**config.mk**
```make
export PLATFORM = sky130hd
export DESIGN_NAME = assoc_tag_dir
export DESIGN_NICKNAME = d
export VERILOG_FILES = /design/src/rtl/atd_pkg.sv /design/src/rtl/atd_rnd.sv /design/src/rtl/atd_match.sv /design/src/rtl/atd_victim.sv /design/src/rtl/assoc_tag_dir.sv
export SDC_FILE = /design/constraint.sdc
export NUM_CORES = 1
export LEC_CHECK = 0
export ABC_CLOCK_PERIOD_IN_PS = 3530
export BUFFER_PORTS_ARGS = -buffer_cell sky130_fd_sc_hd__buf_2
export CAP_MARGIN = 15
export CORE_UTILIZATION = 40
export CTS_BUF_LIST = sky130_fd_sc_hd__clkbuf_8
export DETAILED_ROUTE_END_ITERATION = 8
export GPL_TIMING_DRIVEN = 0
export PLACE_DENSITY = 0.63
export SKIP_LAST_GASP = 1
export SLEW_MARGIN = 20
export SYNTH_ARGS = -nofsm -noshare
export SYNTH_HDL_FRONTEND = slang
export SYNTH_SLANG_ARGS = --single-unit
```
**constraint.sdc**
```tcl
create_clock -name clk -period 3.53 [get_ports clk]
set_input_delay 0.1765 -clock clk [delete_from_list [all_inputs] [get_ports clk]]
set_output_delay 0.1765 -clock clk [all_outputs]
set_load 0.01 [all_outputs]
```
**src/rtl/atd_pkg.sv**
```systemverilog
// Package: shared constants and the random-source step function for the
// associative tag directory. Assumes a 16-bit maximal-length polynomial.
package atd_pkg;
    localparam int          RND_W    = 16;
    localparam logic [15:0] RND_SEED = 16'hACE1;

    // One left shift of the random register with XOR feedback into bit 0.
    function automatic logic [RND_W-1:0] rnd_step(input logic [RND_W-1:0] s);
        return {s[RND_W-2:0], s[15] ^ s[13] ^ s[12] ^ s[10]};
    endfunction
endpackage

```
**src/rtl/atd_rnd.sv**
```systemverilog
// Random source: free-running 16-bit shift register with XOR feedback.
// Assumes the seed is nonzero, so the register never locks up at zero.
module atd_rnd
    import atd_pkg::*;
(
    input  logic             clk,
    input  logic             rst_n,
    output logic [RND_W-1:0] rnd
);
    // Load the seed under reset, otherwise advance every cycle.
    always_ff @(posedge clk) begin
        if (!rst_n) rnd <= RND_SEED;
        else        rnd <= rnd_step(rnd);
    end

    AST_RND_NONZERO: assert property (@(posedge clk) disable iff (!rst_n)
        rnd != '0);
endmodule

```
**src/rtl/atd_match.sv**
```systemverilog
// Parallel comparator: compares one block number against every entry and
// encodes the single matching entry. Assumes no two occupied entries hold
// the same block number, which the install rule guarantees.
module atd_match #(
    parameter int ENTRIES = 8,
    parameter int TAG_W   = 17,
    localparam int IDX_W  = $clog2(ENTRIES)
) (
    input  logic                           clk,
    input  logic                           rst_n,
    input  logic [TAG_W-1:0]               tag,
    input  logic [ENTRIES-1:0][TAG_W-1:0]  tags,
    input  logic [ENTRIES-1:0]             valid,
    output logic                           hit,
    output logic [IDX_W-1:0]               idx
);
    logic [ENTRIES-1:0] match_vec;

    // One comparator per entry, qualified by that entry's occupied flag.
    for (genvar e = 0; e < ENTRIES; e++) begin : g_cmp
        assign match_vec[e] = valid[e] && (tags[e] == tag);
    end

    // OR-encode the match vector into an entry number (zero on a miss).
    always_comb begin
        idx = '0;
        for (int e = 0; e < ENTRIES; e++)
            if (match_vec[e]) idx = idx | IDX_W'(e);
    end

    assign hit = |match_vec;

    AST_SINGLE_MATCH: assert property (@(posedge clk) disable iff (!rst_n)
        $onehot0(match_vec));
endmodule

```
**src/rtl/atd_victim.sv**
```systemverilog
// Replacement chooser: proposes the lowest empty entry, or, when every
// entry is occupied, the random value reduced modulo the entry count.
module atd_victim
    import atd_pkg::*;
#(
    parameter int ENTRIES = 8,
    localparam int IDX_W  = $clog2(ENTRIES)
) (
    input  logic               clk,
    input  logic               rst_n,
    input  logic [ENTRIES-1:0] valid,
    input  logic [RND_W-1:0]   rnd,
    output logic [IDX_W-1:0]   victim
);
    // Scan down so the lowest empty entry is the one left standing.
    always_comb begin
        victim = IDX_W'(rnd % RND_W'(ENTRIES));
        for (int e = ENTRIES - 1; e >= 0; e--)
            if (!valid[e]) victim = IDX_W'(e);
    end

    AST_VICTIM_EMPTY: assert property (@(posedge clk) disable iff (!rst_n)
        (valid != '1) |-> !valid[victim]);
endmodule

```
**src/rtl/assoc_tag_dir.sv**
```systemverilog
// Fully associative tag directory: stores one block number and one
// occupied flag per entry, looks up all entries in parallel, and installs
// on a miss into the chooser's entry. Assumes the caller only strobes
// install after seeing a miss; an install on a hit is dropped.
module assoc_tag_dir
    import atd_pkg::*;
#(
    parameter int ADDR_W  = 20,
    parameter int OFF_W   = 3,
    parameter int ENTRIES = 8,
    localparam int TAG_W  = ADDR_W - OFF_W,
    localparam int IDX_W  = $clog2(ENTRIES)
) (
    input  logic              clk,
    input  logic              rst_n,
    input  logic [ADDR_W-1:0] lkp_addr,
    input  logic              ins_en,
    input  logic              flush,
    output logic              lkp_hit,
    output logic [IDX_W-1:0]  lkp_idx,
    output logic [OFF_W-1:0]  word_sel,
    output logic [IDX_W-1:0]  victim_idx
);
    logic [ENTRIES-1:0][TAG_W-1:0] tags;
    logic [ENTRIES-1:0]            valid;
    logic [RND_W-1:0]              rnd;
    logic [TAG_W-1:0]              lkp_tag;

    assign lkp_tag  = lkp_addr[ADDR_W-1:OFF_W];
    assign word_sel = lkp_addr[OFF_W-1:0];

    atd_rnd i_rnd (.clk(clk), .rst_n(rst_n), .rnd(rnd));

    atd_match #(.ENTRIES(ENTRIES), .TAG_W(TAG_W)) i_match (
        .clk(clk), .rst_n(rst_n), .tag(lkp_tag), .tags(tags),
        .valid(valid), .hit(lkp_hit), .idx(lkp_idx));

    atd_victim #(.ENTRIES(ENTRIES)) i_victim (
        .clk(clk), .rst_n(rst_n), .valid(valid), .rnd(rnd),
        .victim(victim_idx));

    // Occupied flags: cleared by reset or flush, set by an install on a miss.
    always_ff @(posedge clk) begin
        if (!rst_n || flush)           valid <= '0;
        else if (ins_en && !lkp_hit)   valid[victim_idx] <= 1'b1;
    end

    // Block-number store: written only by an install on a miss.
    always_ff @(posedge clk) begin
        if (rst_n && !flush && ins_en && !lkp_hit)
            tags[victim_idx] <= lkp_tag;
    end

    AST_FLUSH_EMPTIES: assert property (@(posedge clk) disable iff (!rst_n)
        flush |=> (valid == '0));
    AST_INSTALL_LANDS: assert property (@(posedge clk) disable iff (!rst_n)
        (ins_en && !flush && !lkp_hit) |=>
            (valid[$past(victim_idx)] && tags[$past(victim_idx)] == $past(lkp_tag)));
    AST_HIT_NO_WRITE: assert property (@(posedge clk) disable iff (!rst_n)
        (ins_en && !flush && lkp_hit) |=> $stable(valid) && $stable(tags));
endmodule

```
== Word-level counts from Yosys, hierarchy flattened ==
Index checks and enable logic that the tools add are counted.
Storage, ports and cells
  register bits: 160
  output and inout port bits: 10
Cells by class
  magnitude comparators: 2
  equal/unequal tests: 8
  muxes and demuxes: 20
  bitwise gates (word level): 4
  reductions and logical operators: 18
Operator list (count)
  $bwmux W136: 1
  $eq A17 B17 Y1: 8
  $demux W17 S3: 1
  $mux W3: 12
  $mux W17: 1
  $logic_and A1 B1 Y1: 13
  $or A8 B8 Y8: 1
  $reduce_or A8 Y1: 1
  $lt A3 B4 Y1 const B: 1
  $mux W2: 2
  $demux W1 S3: 1
  $ge A3 B1 Y1 const B: 1
  $logic_not A1 Y1: 3
  $xor A1 B1 Y1: 3
  $mux W1: 2
  $logic_or A1 B1 Y1: 1

== Depth between registers and ports, before layout ==
Gate-level depths: netlist of run 1.
  depth in word-level cells: 13
  mapped depth: 7
  depth with buffers taken out: 6

== Modules after synthesis ==
A second synthesis of run 1 with hierarchy kept.
Second synthesis, totals
  cells, all modules: 442
  area, all modules: 6747.7 µm²
Modules (own cells, without submodules)
  assoc_tag_dir: instances 1, cells an instance 180, area each 4499.3 µm², sequential area each 4244.1 µm²
  atd_match: instances 1, cells an instance 213, area each 1719.1 µm², sequential area each 0.0 µm²
  atd_rnd: instances 1, cells an instance 36, area each 457.9 µm², sequential area each 320.3 µm²
  atd_victim: instances 1, cells an instance 13, area each 71.3 µm², sequential area each 0.0 µm²

== Worst setup path before layout of run 1 ==
No wires, ideal clock.
  path kind: register -> register
  from: register tags[132] (netlist bit)
  to: register tags[68] (netlist bit) (enable)
  library setup time: 435 ps
  arrival: 2839 ps
  slack: 256 ps
  cell stages (with the launch flop): 7
  buffers on the path: 0
  cells stage by stage: edfxtp_1 xor2_1 nor4_1 and3_4 a22oi_4 nand4_4 nor4_1
On the way
  cells in the longest elaborated chain, start to end: 5
RTL lines
  from (decl): line assoc_tag_dir.sv:24  | logic [ENTRIES-1:0][TAG_W-1:0] tags;
  from (signal, indexed assignment): line assoc_tag_dir.sv:51  | tags[victim_idx] <= lkp_tag;
  $eq A17 B17 Y1: line atd_match.sv:21  | assign match_vec[e] = valid[e] && (tags[e] == tag);
  $logic_and A1 B1 Y1: line atd_match.sv:21
  $reduce_or A8 Y1: line atd_match.sv:31  | assign hit = |match_vec;
  $logic_not A1 Y1: line assoc_tag_dir.sv:50  | if (rst_n && !flush && ins_en && !lkp_hit)
  $logic_and A1 B1 Y1: line assoc_tag_dir.sv:50
No other way between the ends.
A chain may end at the register's enable or synchronous reset.

== Worst setup path after layout of run 1 ==
  from: input port lkp_addr[5]
  to: register tags[79] (netlist bit) (enable)
On the way
  cells in the longest elaborated chain, start to end: 5
RTL lines
  from (decl): line assoc_tag_dir.sv:16  | input logic [ADDR_W-1:0] lkp_addr,
  $eq A17 B17 Y1: line atd_match.sv:21
  $logic_and A1 B1 Y1: line atd_match.sv:21
  $reduce_or A8 Y1 *: line atd_match.sv:31
  $logic_not A1 Y1 *: line assoc_tag_dir.sv:50
  $logic_and A1 B1 Y1 *: line assoc_tag_dir.sv:50
Every way passes the cells marked *; elsewhere a longest branch is shown, timed or not.

==> results.md, run 1 <==
* Status: complete, no violations
* Fmax at roughly 330 MHz
* Vias in the first global route at roughly 3700
* PD cells at ~460 nW/um2
* CP Launch Type: input pin
* Worst r2r path cells at 8
* Hpwl dp at roughly 10 mm
* Largest net degree at the start of global routing at 17
* End of the worst register-to-register path: tags[79]$_DFFE_PP_
* Clock Tree Buf Depth at 2
* Clk pwr share at 0.360
* VDD IR max at approximately 0.28 mV
* Fin worst setup slack at 0.480 ns
* Crit path DAT at roughly 3.2 ns
* Die area at 17500 um2
* Final wirelength at roughly 15 mm
* Lkg Pwr at around 2.6 nW
* Sw Share at 0.218
* PostCTS Resize Cnt at 0
* Hold Fails Final Rpt at 0
* Pwr Total at between 3 and 4 mW
* # diodes at 0
* Crit Reg-Reg Startpoint: tags[113]$_DFFE_PP_
* Final period utilization at 0.864
* Htree depth at 4
* GRT Residual Overflow at 0
* Drt drc at 0
* RSZ-0062 raised after global routing: false
* Post-DR vias/cell at around 5.0
* Gate power share at 0.065
* CP endpoint: tags[79]$_DFFE_PP_
* Yosys reg bits at 160
* Clk_lat worst skew at roughly 0.45 ns
* Worst R2R Setup Slack at roughly 0.67 ns
* Worst relative slew slack at 0.410
* CP max stage cell: nor4_2
* Vias at 3721
* CP Data Required Time at approximately 3.7 ns
* First-pass GRT wire length at roughly 23 mm
* CP startpoint: lkp_addr[5]
* Die X at roughly 130 um
* Ys Warns at 0
* Internal power at ~2.8 mW
* Synth Area per Inst at 15.0 um2
* Max cap viols at 0
* Syn Nets at 477
* Number of port buffers at 30
* TritonCTS Buffers at 17
* Clk root buf: clkbuf_8
* Hold Crit Class: in2reg
* 1st-iter DRT viols at approximately 240
* Critical Path End Type: flip-flop
* Placement Rows at 47
* IO Pins at 34
* Worst-path fanout max at 9
* Worst Max-Slew Pin Slew at 0.879 ns
* Core Region at 16600 um2
* Synth unique cells at 34
* Min cycle time layout at slightly above 3 ns
* Area grow syn2layout at 14.3%
* Post-Syn Instances at roughly 450
* TritonCTS clock tree: yes
* Starting density of the core at 0.410
* Number of routed nets with antenna violations at 0
* Sequential share of the synthesized area at 0.672
* Crit-path max cell delay at around 0.67 ns
* Reg power frac at 0.576
* Post-place setup slack at ~0.37 ns
* Share of cells above drive strength 1 at 0.205
* Final #Nets at 538
* Die Ht at around 130 um
* Avg WL per Cell at roughly 20 um
* # setup viols final at 0
* Clk_skew at about 0.012 ns
* Initial DRT Pass Iterations at 5
* Clk slew on worst S/H paths at ~0.08 ns
* Crit path cell chain: dlygate4sd3_1, buf_2, buf_4, xor2_1, nor4_1, and3_1, a22oi_4, nand4_4, nor4_2, buf_4, buf_2
* Psw at around 800 uW
* Overall routing resource usage at 0.183
* Mapped Area at between 6000 and 7000 um2
* Critical path class: in2reg
* TritonCTS Sinks at 160
* Placer Congestion at around 0.86
* Initial antenna violation count at 0
* Slew Viols, Final at 0
-- placed cells by master (no fill, tap or decap), types with 2 or more instances in the layout --
| cell | Yosys | layout |
|---|---|---|
| a22oi_4 | 3 | 3 |
| and2_1 | 8 | 8 |
| and3_4 | 3 | 3 |
| buf_2 | 1 | 32 |
| buf_4 | 12 | 14 |
| buf_6 | 8 | 11 |
| buf_8 | 0 | 4 |
| bufinv_16 | 0 | 2 |
| clkbuf_8 | 0 | 19 |
| clkinv_2 | 0 | 4 |
| dfxtp_1 | 24 | 24 |
| dlygate4sd3_1 | 0 | 2 |
| edfxtp_1 | 136 | 136 |
| inv_1 | 5 | 8 |
| inv_4 | 0 | 3 |
| nand2_1 | 20 | 20 |
| nand2b_1 | 8 | 8 |
| nand3_1 | 2 | 2 |
| nand4_1 | 32 | 32 |
| nor2_1 | 9 | 3 |
| nor2_2 | 0 | 6 |
| nor2b_1 | 2 | 2 |
| nor3_1 | 11 | 11 |
| nor4_1 | 6 | 5 |
| o211ai_1 | 2 | 2 |
| o21a_1 | 2 | 2 |
| o21ai_0 | 4 | 4 |
| o21ai_1 | 5 | 5 |
| xnor2_1 | 114 | 114 |
| xor2_1 | 25 | 25 |
-- synth_stat cells --
| cell | n | area, um2 |
|---|---|---|
| a31oi_2 | 1 | 12.5 |
| o211ai_1 | 2 | 15.0 |
| a21boi_1 | 1 | 7.51 |
| nand4_2 | 1 | 12.5 |
| buf_4 | 12 | 90.1 |
| dfxtp_1 | 24 | 480 |
| xnor2_1 | 114 | 998 |
| and2_1 | 8 | 50.1 |
| o21ai_1 | 5 | 25.0 |
| clkbuf_1 | 1 | 3.75 |
| and3_1 | 1 | 6.26 |
| a22oi_4 | 3 | 63.8 |
| xor2_1 | 25 | 219 |
| buf_6 | 8 | 90.1 |
| edfxtp_1 | 136 | 4080 |
| nand2_1 | 20 | 75.1 |
| nor4_1 | 6 | 37.5 |
| and3_4 | 3 | 33.8 |
| nand2b_1 | 8 | 50.1 |
| inv_1 | 5 | 18.8 |
| nor3_1 | 11 | 55.1 |
| nor2b_1 | 2 | 12.5 |
| o21a_1 | 2 | 15.0 |
| a21oi_1 | 1 | 5.00 |
| nor4_2 | 1 | 12.5 |
| nand3_1 | 2 | 10.0 |
| nand4_1 | 32 | 200 |
| nor2_1 | 9 | 33.8 |
| a21boi_0 | 1 | 7.51 |
| buf_2 | 1 | 5.00 |
| o21ai_0 | 4 | 20.0 |
| nand4_4 | 1 | 21.3 |
| o41ai_2 | 1 | 16.3 |
| or2_1 | 1 | 6.26 |
-- registers in the layout, indices dropped and copies added (netlist names) --
register,flops
tags,136
i_rnd.rnd,16
valid,8
-- per-layer routing --
metal  GRT usage  wire [um]  vias to the layer above
met2       0.292       7120                      118
met3      0.0358        665                       24
met4      0.0849        420                        0
li1            -          -                     1742
met1       0.241       6630                     1837
met5           0          0                        -
-- area by class of cell --
cell class | count | area (um2)
Tap cell | 220 | 275
Fill cell | 1434 | 8820
Sequential cell | 160 | 4560
Buffer | 22 | 189
Clock buffer | 19 | 262
Clock inverter | 13 | 119
Inverter | 5 | 18.8
Timing Repair Buffer | 42 | 284
Multi-Input combinational cell | 266 | 2050
-- repair_timing --
action | CTS | global route
setup endpoints to repair | 0 | 0
hold endpoints to repair | 11 | 0
setup buffers | 0 | 0
hold buffers | 2 | 0
-- kinds of logic (layout without fill, tap and decap cells) --
family / Yosys count / in the layout / synth area share
DFF: 160 / 160 / 0.672
buffers and inverters: 27 / 101 / 0.0306
xor gates and xnor gates: 139 / 139 / 0.179
AOI/OAI and AO/OA: 21 / 21 / 0.0276
and+or+nand+nor: 106 / 106 / 0.0908
-- worst max-delay path: cells and delay by family --
kind	cells	cell delay, ns
buf+inv	5	1.41
compound gates	1	0.25
xor+xnor	1	0.19
simple gates	4	1.17
-- how the worst min path moves through the flow --
stage                             from  cells past startpoint  slack (ns)                  endpoint
2_1_floorplan                    rst_n                      1        0.25  i_rnd.rnd[10]$_SDFF_PN1_
3_3_place_gp   i_rnd.rnd[5]$_SDFF_PN1_                      1        0.39   i_rnd.rnd[6]$_SDFF_PN1_
3_5_place_dp   i_rnd.rnd[4]$_SDFF_PN0_                      1        0.40   i_rnd.rnd[5]$_SDFF_PN1_
4_1_cts                   lkp_addr[16]                      1        0.02       tags[115]$_DFFE_PP_
5_1_grt                    lkp_addr[6]                      1        0.05         tags[3]$_DFFE_PP_
6_report                  lkp_addr[16]                      1        0.05       tags[115]$_DFFE_PP_
-- power groups by stage --
stage | logic, mW | registers (mW) | clock network, mW
6_report | 0.233 | 2.08 | 1.30
5_1_grt | 0.254 | 2.08 | 1.39
4_1_cts | 0.237 | 2.08 | 1.32
3_5_place_dp | 0.233 | 2.12 | 0
3_3_place_gp | 0.227 | 2.12 | 0
2_1_floorplan | 0.145 | 2.12 | 0
-- through the flow --
step                      instance area (um2)  setup TNS [ns]   util  hold WS [ns]  instances
after floorplan                          6790               0      -         0.250        453
after global placement                   7220          -28.47  0.435         0.393        703
after detailed placement                 7360               0  0.444         0.398        713
after CTS                                7760               0  0.468        0.0226        747
after global routing                     7760               0  0.468        0.0490        747
final                                    7760               0  0.468        0.0460        747
Note: power is estimated with default switching activity, not from simulation.
==> inputs of run 2 (changes only) <==
--- a/config.mk
+++ b/config.mk
@@ -8,11 +8,13 @@
 export ABC_CLOCK_PERIOD_IN_PS = 3530
 export BUFFER_PORTS_ARGS = -buffer_cell sky130_fd_sc_hd__buf_2
 export CAP_MARGIN = 15
+export CELL_PAD_IN_SITES_DETAIL_PLACEMENT = 0
+export CELL_PAD_IN_SITES_GLOBAL_PLACEMENT = 1
 export CORE_UTILIZATION = 40
 export CTS_BUF_LIST = sky130_fd_sc_hd__clkbuf_8
 export DETAILED_ROUTE_END_ITERATION = 8
 export GPL_TIMING_DRIVEN = 0
-export PLACE_DENSITY = 0.63
+export PLACE_DENSITY = 0.71
 export SKIP_LAST_GASP = 1
 export SLEW_MARGIN = 20
 export SYNTH_ARGS = -nofsm -noshare
==> constraint.sdc (replaced) <==
create_clock -name clk -period 3.53 [get_ports clk]
set_input_delay 0.353 -clock clk [delete_from_list [all_inputs] [get_ports clk]]
set_output_delay 0.353 -clock clk [all_outputs]
set_load 0.01 [all_outputs]
==> results.md, run 2 (synthesis results as in run 1) <==
* Avg WL per Cell at between 15 and 20 um
* Clk_lat worst skew at between 0.4 and 0.5 ns
* Htree depth at 4
* Worst relative slew slack at 0.484
* Die Ht at around 130 um
* Lkg Pwr at between 2 and 3 nW
* Wl on met1 at about 6.6 mm
* Slew Viols, Final at 0
* Layout Cells excl Fill at ~740
* GRT Residual Overflow at 0
* Reg with most FFs: tags
* Initial antenna violation count at 0
* TritonCTS Buffers at 17
* Die area at 17500 um2
* CP Launch Type: flip-flop
* First-pass GRT wire length at approximately 22 mm
* Crit path DAT at roughly 2.6 ns
* Placed cell count at 713
* Leading cell type in the layout, fill and taps excluded: edfxtp_1
* Placer Congestion at around 0.77
* Number of port buffers at 30
* Commonest cells after routing, fill and taps aside: edfxtp_1 (136), xnor2_1 (114), nand4_1 (32), buf_2 (32), xor2_1 (25)
* # setup viols final at 0
* Starting density of the core at 0.410
* TritonCTS clock tree: yes
* Drt drc at 0
* Finished Cell Area at 7690 um2
* Placed cell areas at 7360 um2
* Setup TNS at 0 ns
* Overall routing resource usage at 0.180
* Worst-path fanout max at 4
* Max cap viols at 0
* Clk root buf: clkbuf_8
* Initial DRT Pass Iterations at 4
* Clock Tree Buf Depth at 2
* Worst Max-Slew Pin Slew at about 0.77 ns
* PD cells at roughly 450 nW/um2
* Post-CTS Setup Bufs at 0
* Vias in the first global route at between 3000 and 4000
* Pwr Total at around 3.5 mW
* Clk_skew at approximately 0.013 ns
* Final wirelength at ~15 mm
* Final period utilization at 0.822
* Post-layout util at 0.464
* Share of cells above drive strength 1 at 0.200
* Min cycle time layout at ~2.9 ns
* IO Pins at 34
* Critical path class: reg2out
* Largest net degree at the start of global routing at 17
* Post-CTS Hold Fix Bufs at 0
* Top Layer Used: met4
* Post-DR vias/cell at ~5
* Final #Nets at 536
* Critical Path End Type: output port
* Number of routed nets with antenna violations at 0
* # diodes at 0
* Max FFs per register at between 100 and 150
* TritonCTS Sinks at 160
* Area grow syn2layout at 13.3%
* Biggest regs: tags: 136 flops, i_rnd.rnd: 16 flops, valid: 8 flops
* Placement Rows at 47
* Clk slew on worst S/H paths at around 0.080 ns
* PostCTS Resize Cnt at 0
* WL met3 at around 760 um
* VDD IR max at between 0.2 and 0.25 mV
* Hpwl dp at 10.4 mm
* Fmax at roughly 340 MHz
* 1st-iter DRT viols at about 280
* Die X at 132 um
* CP Data Required Time at ~3.2 ns
* Hold Crit Class: in2reg
* Fill count at around 1500
* Status: complete, no violations
* Core Region at between 15000 and 20000 um2
* Metal2 WL at around 6.9 mm
* RSZ-0062 raised after global routing: false
* Vias at ~3700
* Hold Fails Final Rpt at 0
-- run 2: changes by cell type in the layout (fill, tap and decap cells not counted), sizes merged --
cell,before,now
clkinvlp,0,2
inv,11,8
dlygate4sd3,2,0
bufinv,2,1
clkbuf,20,18
clkinv,5,8
-- run 2: worst paths after layout --
path	from	to	slack, ns	depth (start not counted)
hold / removal	rst_n	i_rnd.rnd[15]$_SDFF_PN1_	0.14	2
setup reg to reg	tags[109]$_DFFE_PP_	tags[75]$_DFFE_PP_	0.68	8
setup / recovery	tags[31]$_DFFE_PP_	lkp_hit	0.63	6
hold reg to reg	i_rnd.rnd[9]$_SDFF_PN0_	i_rnd.rnd[10]$_SDFF_PN1_	0.42	1
-- run 2: per-layer routing --
layer  up-vias  GRT usage
met5         -          0
met4         0     0.0734
met3        19     0.0458
met2       103      0.283
met1      1813      0.238
li1       1731          -
-- run 2: cell type report --
type | count | area (um2) | area share
clock inverters | 14 | 101 | 0.0132
plain buffers | 22 | 189 | 0.0246
clock buffers | 17 | 234 | 0.0304
well taps | 220 | 275 | 0.0358
inverters | 5 | 18.8 | 0.00244
multi-input cells | 266 | 2050 | 0.267
flip-flops and latches | 160 | 4560 | 0.593
repair buffers | 40 | 260 | 0.0338
-- run 2: critical path, cell delays in order (launching register included) --
cell	delay, ns
edfxtp_1	0.38
xor2_1	0.15
nor4_1	0.68
nand4_1	0.41
nand4_1	0.24
or2_1	0.11
buf_2	0.12
-- run 2: metrics by stage --
| step | worst slack (ns) | hold slack, ns |
|---|---|---|
| 2_1_floorplan | 0.112 | 0.386 |
| 3_3_place_gp | -1.45 | 0.394 |
| 3_5_place_dp | 0.208 | 0.395 |
| 4_1_cts | 0.521 | 0.111 |
| 5_1_grt | 0.408 | 0.127 |
| 6_report | 0.628 | 0.144 |
-- run 2: where the power goes --
group / total [mW] / leakage (nW) / internal, mW / switching [mW]
Clock: 1.18 / 0.176 / 0.537 / 0.646
Sequential: 2.08 / 1.42 / 2.07 / 0.00872
Combinational: 0.228 / 0.941 / 0.0953 / 0.133
Total: 3.49 / 2.54 / 2.70 / 0.788
==> inputs of run 3 (changes only) <==
--- a/config.mk
+++ b/config.mk
@@ -5,7 +5,7 @@
 export SDC_FILE = /design/constraint.sdc
 export NUM_CORES = 1
 export LEC_CHECK = 0
-export ABC_CLOCK_PERIOD_IN_PS = 3530
+export ABC_CLOCK_PERIOD_IN_PS = 2500
 export BUFFER_PORTS_ARGS = -buffer_cell sky130_fd_sc_hd__buf_2
 export CAP_MARGIN = 15
 export CELL_PAD_IN_SITES_DETAIL_PLACEMENT = 0
==> constraint.sdc (replaced) <==
create_clock -name clk -period 2.5 [get_ports clk]
set_input_delay 0.25 -clock clk [delete_from_list [all_inputs] [get_ports clk]]
set_output_delay 0.25 -clock clk [all_outputs]
set_load 0.01 [all_outputs]
==> results.md, run 3 (synthesis results as in run 1) <==
* Status: complete, no violations
* Placement Rows at between 40 and 50
* Biggest regs: tags: 136 flops, i_rnd.rnd: 16 flops, valid: 8 flops
* Initial antenna violation count at 0
* Crit path DAT at 2.18 ns
* RSZ-0062 raised after global routing: true
* Clk root buf: clkbuf_8
* VDD IR max at a little under 0.3 mV
* IO Pins at 34
* Worst-path fanout max at 5
* Worst relative slew slack at 0.648
* Core Region at 16600 um2
* Psw at roughly 1.1 mW
* Htree depth at 4
* Max FFs per register at approximately 140
* CP Launch Type: flip-flop
* Overall routing resource usage at 0.180
* First-pass GRT wire length at 22.4 mm
* Placer Congestion at between 0.7 and 0.8
* 1st-iter DRT viols at ~280
* Finished Cell Area at 7860 um2
* Sw Share at 0.223
* End of the worst register-to-register path: tags[16]$_DFFE_PP_
* Clk_skew at 0.00960 ns
* GRT Residual Overflow at 0
* Drt drc at 0
* # diodes at 0
* Clk_lat worst skew at ~0.45 ns
* Share of cells above drive strength 1 at 0.225
* Max cap viols at 0
* Crit Reg-Reg Startpoint: tags[130]$_DFFE_PP_
* Area grow syn2layout at 15.7%
* Internal power at around 4 mW
* # setup viols final at 0
* Worst Max-Slew Pin Slew at between 0.5 and 0.6 ns
* Clock Tree Buf Depth at 2
* Setup TNS at 0 ns
* Hold Fails Final Rpt at 0
* Clk slew on worst S/H paths at 0.08 ns
* Lkg Pwr at roughly 2.6 nW
* Worst r2r path cells at 7
* Number of port buffers at 30
* Min cycle time layout at between 2 and 2.5 ns
* TritonCTS clock tree: yes
* Die X at approximately 130 um
* Gate power share at 0.065
* Avg WL per Cell at 19.9 um
* Number of routed nets with antenna violations at 0
* Worst R2R Setup Slack at 0.15 ns
* Vias at roughly 3700
* Fmax at about 400 MHz
* CP Data Required Time at approximately 2.3 ns
* Reg power frac at 0.570
* Final #Nets at approximately 540
* Hold Crit Class: in2reg
* Post-DR vias/cell at 4.95
* Die area at ~18000 um2
* Die Ht at approximately 130 um
* Leading cell type in the layout, fill and taps excluded: edfxtp_1
* Reg with most FFs: tags
* CP endpoint: lkp_hit
* Hpwl dp at between 10 and 15 mm
* Initial DRT Pass Iterations at 5
* Final period utilization at 0.970
* TritonCTS Buffers at 17
* PD cells at around 650 nW/um2
* Largest net degree at the start of global routing at 17
* CP startpoint: tags[104]$_DFFE_PP_
* Commonest cells after routing, fill and taps aside: edfxtp_1 (136), xnor2_1 (114), nand4_1 (32)
* Starting density of the core at 0.410
* Critical Path End Type: output port
* Slew Viols, Final at 0
* Final wirelength at around 15 mm
* Critical path class: reg2out
* Clk pwr share at 0.366
* TritonCTS Sinks at 160
* Vias in the first global route at 3683
* Placed cell areas at between 7000 and 8000 um2
run 3: cell count changes in the layout (fill, tap and decap cells not counted), sizes merged:
cell / before / now
buf: 61 / 64
clkbuf: 18 / 20
clkinv: 8 / 5
clkinvlp: 2 / 0
bufinv: 1 / 2
inv: 8 / 11
run 3: worst max-delay path, stage by stage (launching register included):
cell	delay, ns
edfxtp_1	0.40
xnor2_1	0.22
nand4_1	0.13
nor3_1	0.47
a22oi_4	0.22
inv_1	0.08
or2_1	0.10
buf_2	0.12
run 3: worst min path at each step:
stage / startpoint / to / slack [ns] / depth (start not counted)
6_report: rst_n / i_rnd.rnd[5]$_SDFF_PN1_ / 0.04 / 2
5_1_grt: rst_n / i_rnd.rnd[5]$_SDFF_PN1_ / 0.01 / 2
4_1_cts: rst_n / i_rnd.rnd[5]$_SDFF_PN1_ / 0.02 / 2
3_5_place_dp: i_rnd.rnd[4]$_SDFF_PN0_ / i_rnd.rnd[5]$_SDFF_PN1_ / 0.40 / 1
3_3_place_gp: i_rnd.rnd[14]$_SDFF_PN0_ / i_rnd.rnd[15]$_SDFF_PN1_ / 0.39 / 1
2_1_floorplan: rst_n / i_rnd.rnd[10]$_SDFF_PN1_ / 0.32 / 1
run 3: through the flow:
step	total power [mW]	setup slack, ns	hold slack, ns	instances	utilization
finish	5.14	0.0744	0.0406	748	0.474
global route	5.31	-0.0468	0.0149	748	0.474
CTS	5.18	-0.122	0.0213	747	0.471
detailed placement	3.32	-0.586	0.400	711	0.444
global placement	3.31	-1.05	0.394	703	0.437
floorplan	3.20	-0.0407	0.323	453	-
run 3: timing repair:
| action | in CTS | in global routing |
|---|---|---|
| pin swaps | 2 | 1 |
| setup endpoints to repair | 120 | 68 |
| resized for setup | 5 | 8 |
| setup buffers | 4 | 1 |
| hold buffers | 0 | 0 |
| endpoints found under the hold margin | 0 | 0 |
run 3: area by class of cell:
| class | instances | area, um2 |
|---|---|---|
| inverter | 5 | 18.8 |
| buffer | 22 | 189 |
| clock inverter | 13 | 133 |
| sequential | 160 | 4560 |
| timing repair buffer | 43 | 285 |
| clock buffer | 19 | 262 |
| fill | 1450 | 8720 |
| tap | 220 | 275 |
| multi-input combinational | 266 | 2130 |
run 3: power by group through the flow:
stage / clock [mW] / combinational, mW / sequential (mW)
finish: 1.88 / 0.332 / 2.93
global route: 2.02 / 0.359 / 2.93
CTS: 1.91 / 0.331 / 2.93
detailed placement: 0 / 0.326 / 2.99
global placement: 0 / 0.320 / 2.99
floorplan: 0 / 0.206 / 2.99
run 3: routing by layer:
metal,vias up,part of all wire,track usage
li1,1742,-,-
met1,1829,0.44,0.244
met2,120,0.50,0.292
met3,11,0.054,0.0388
met4,0,0.0089,0.0511
met5,-,0,0
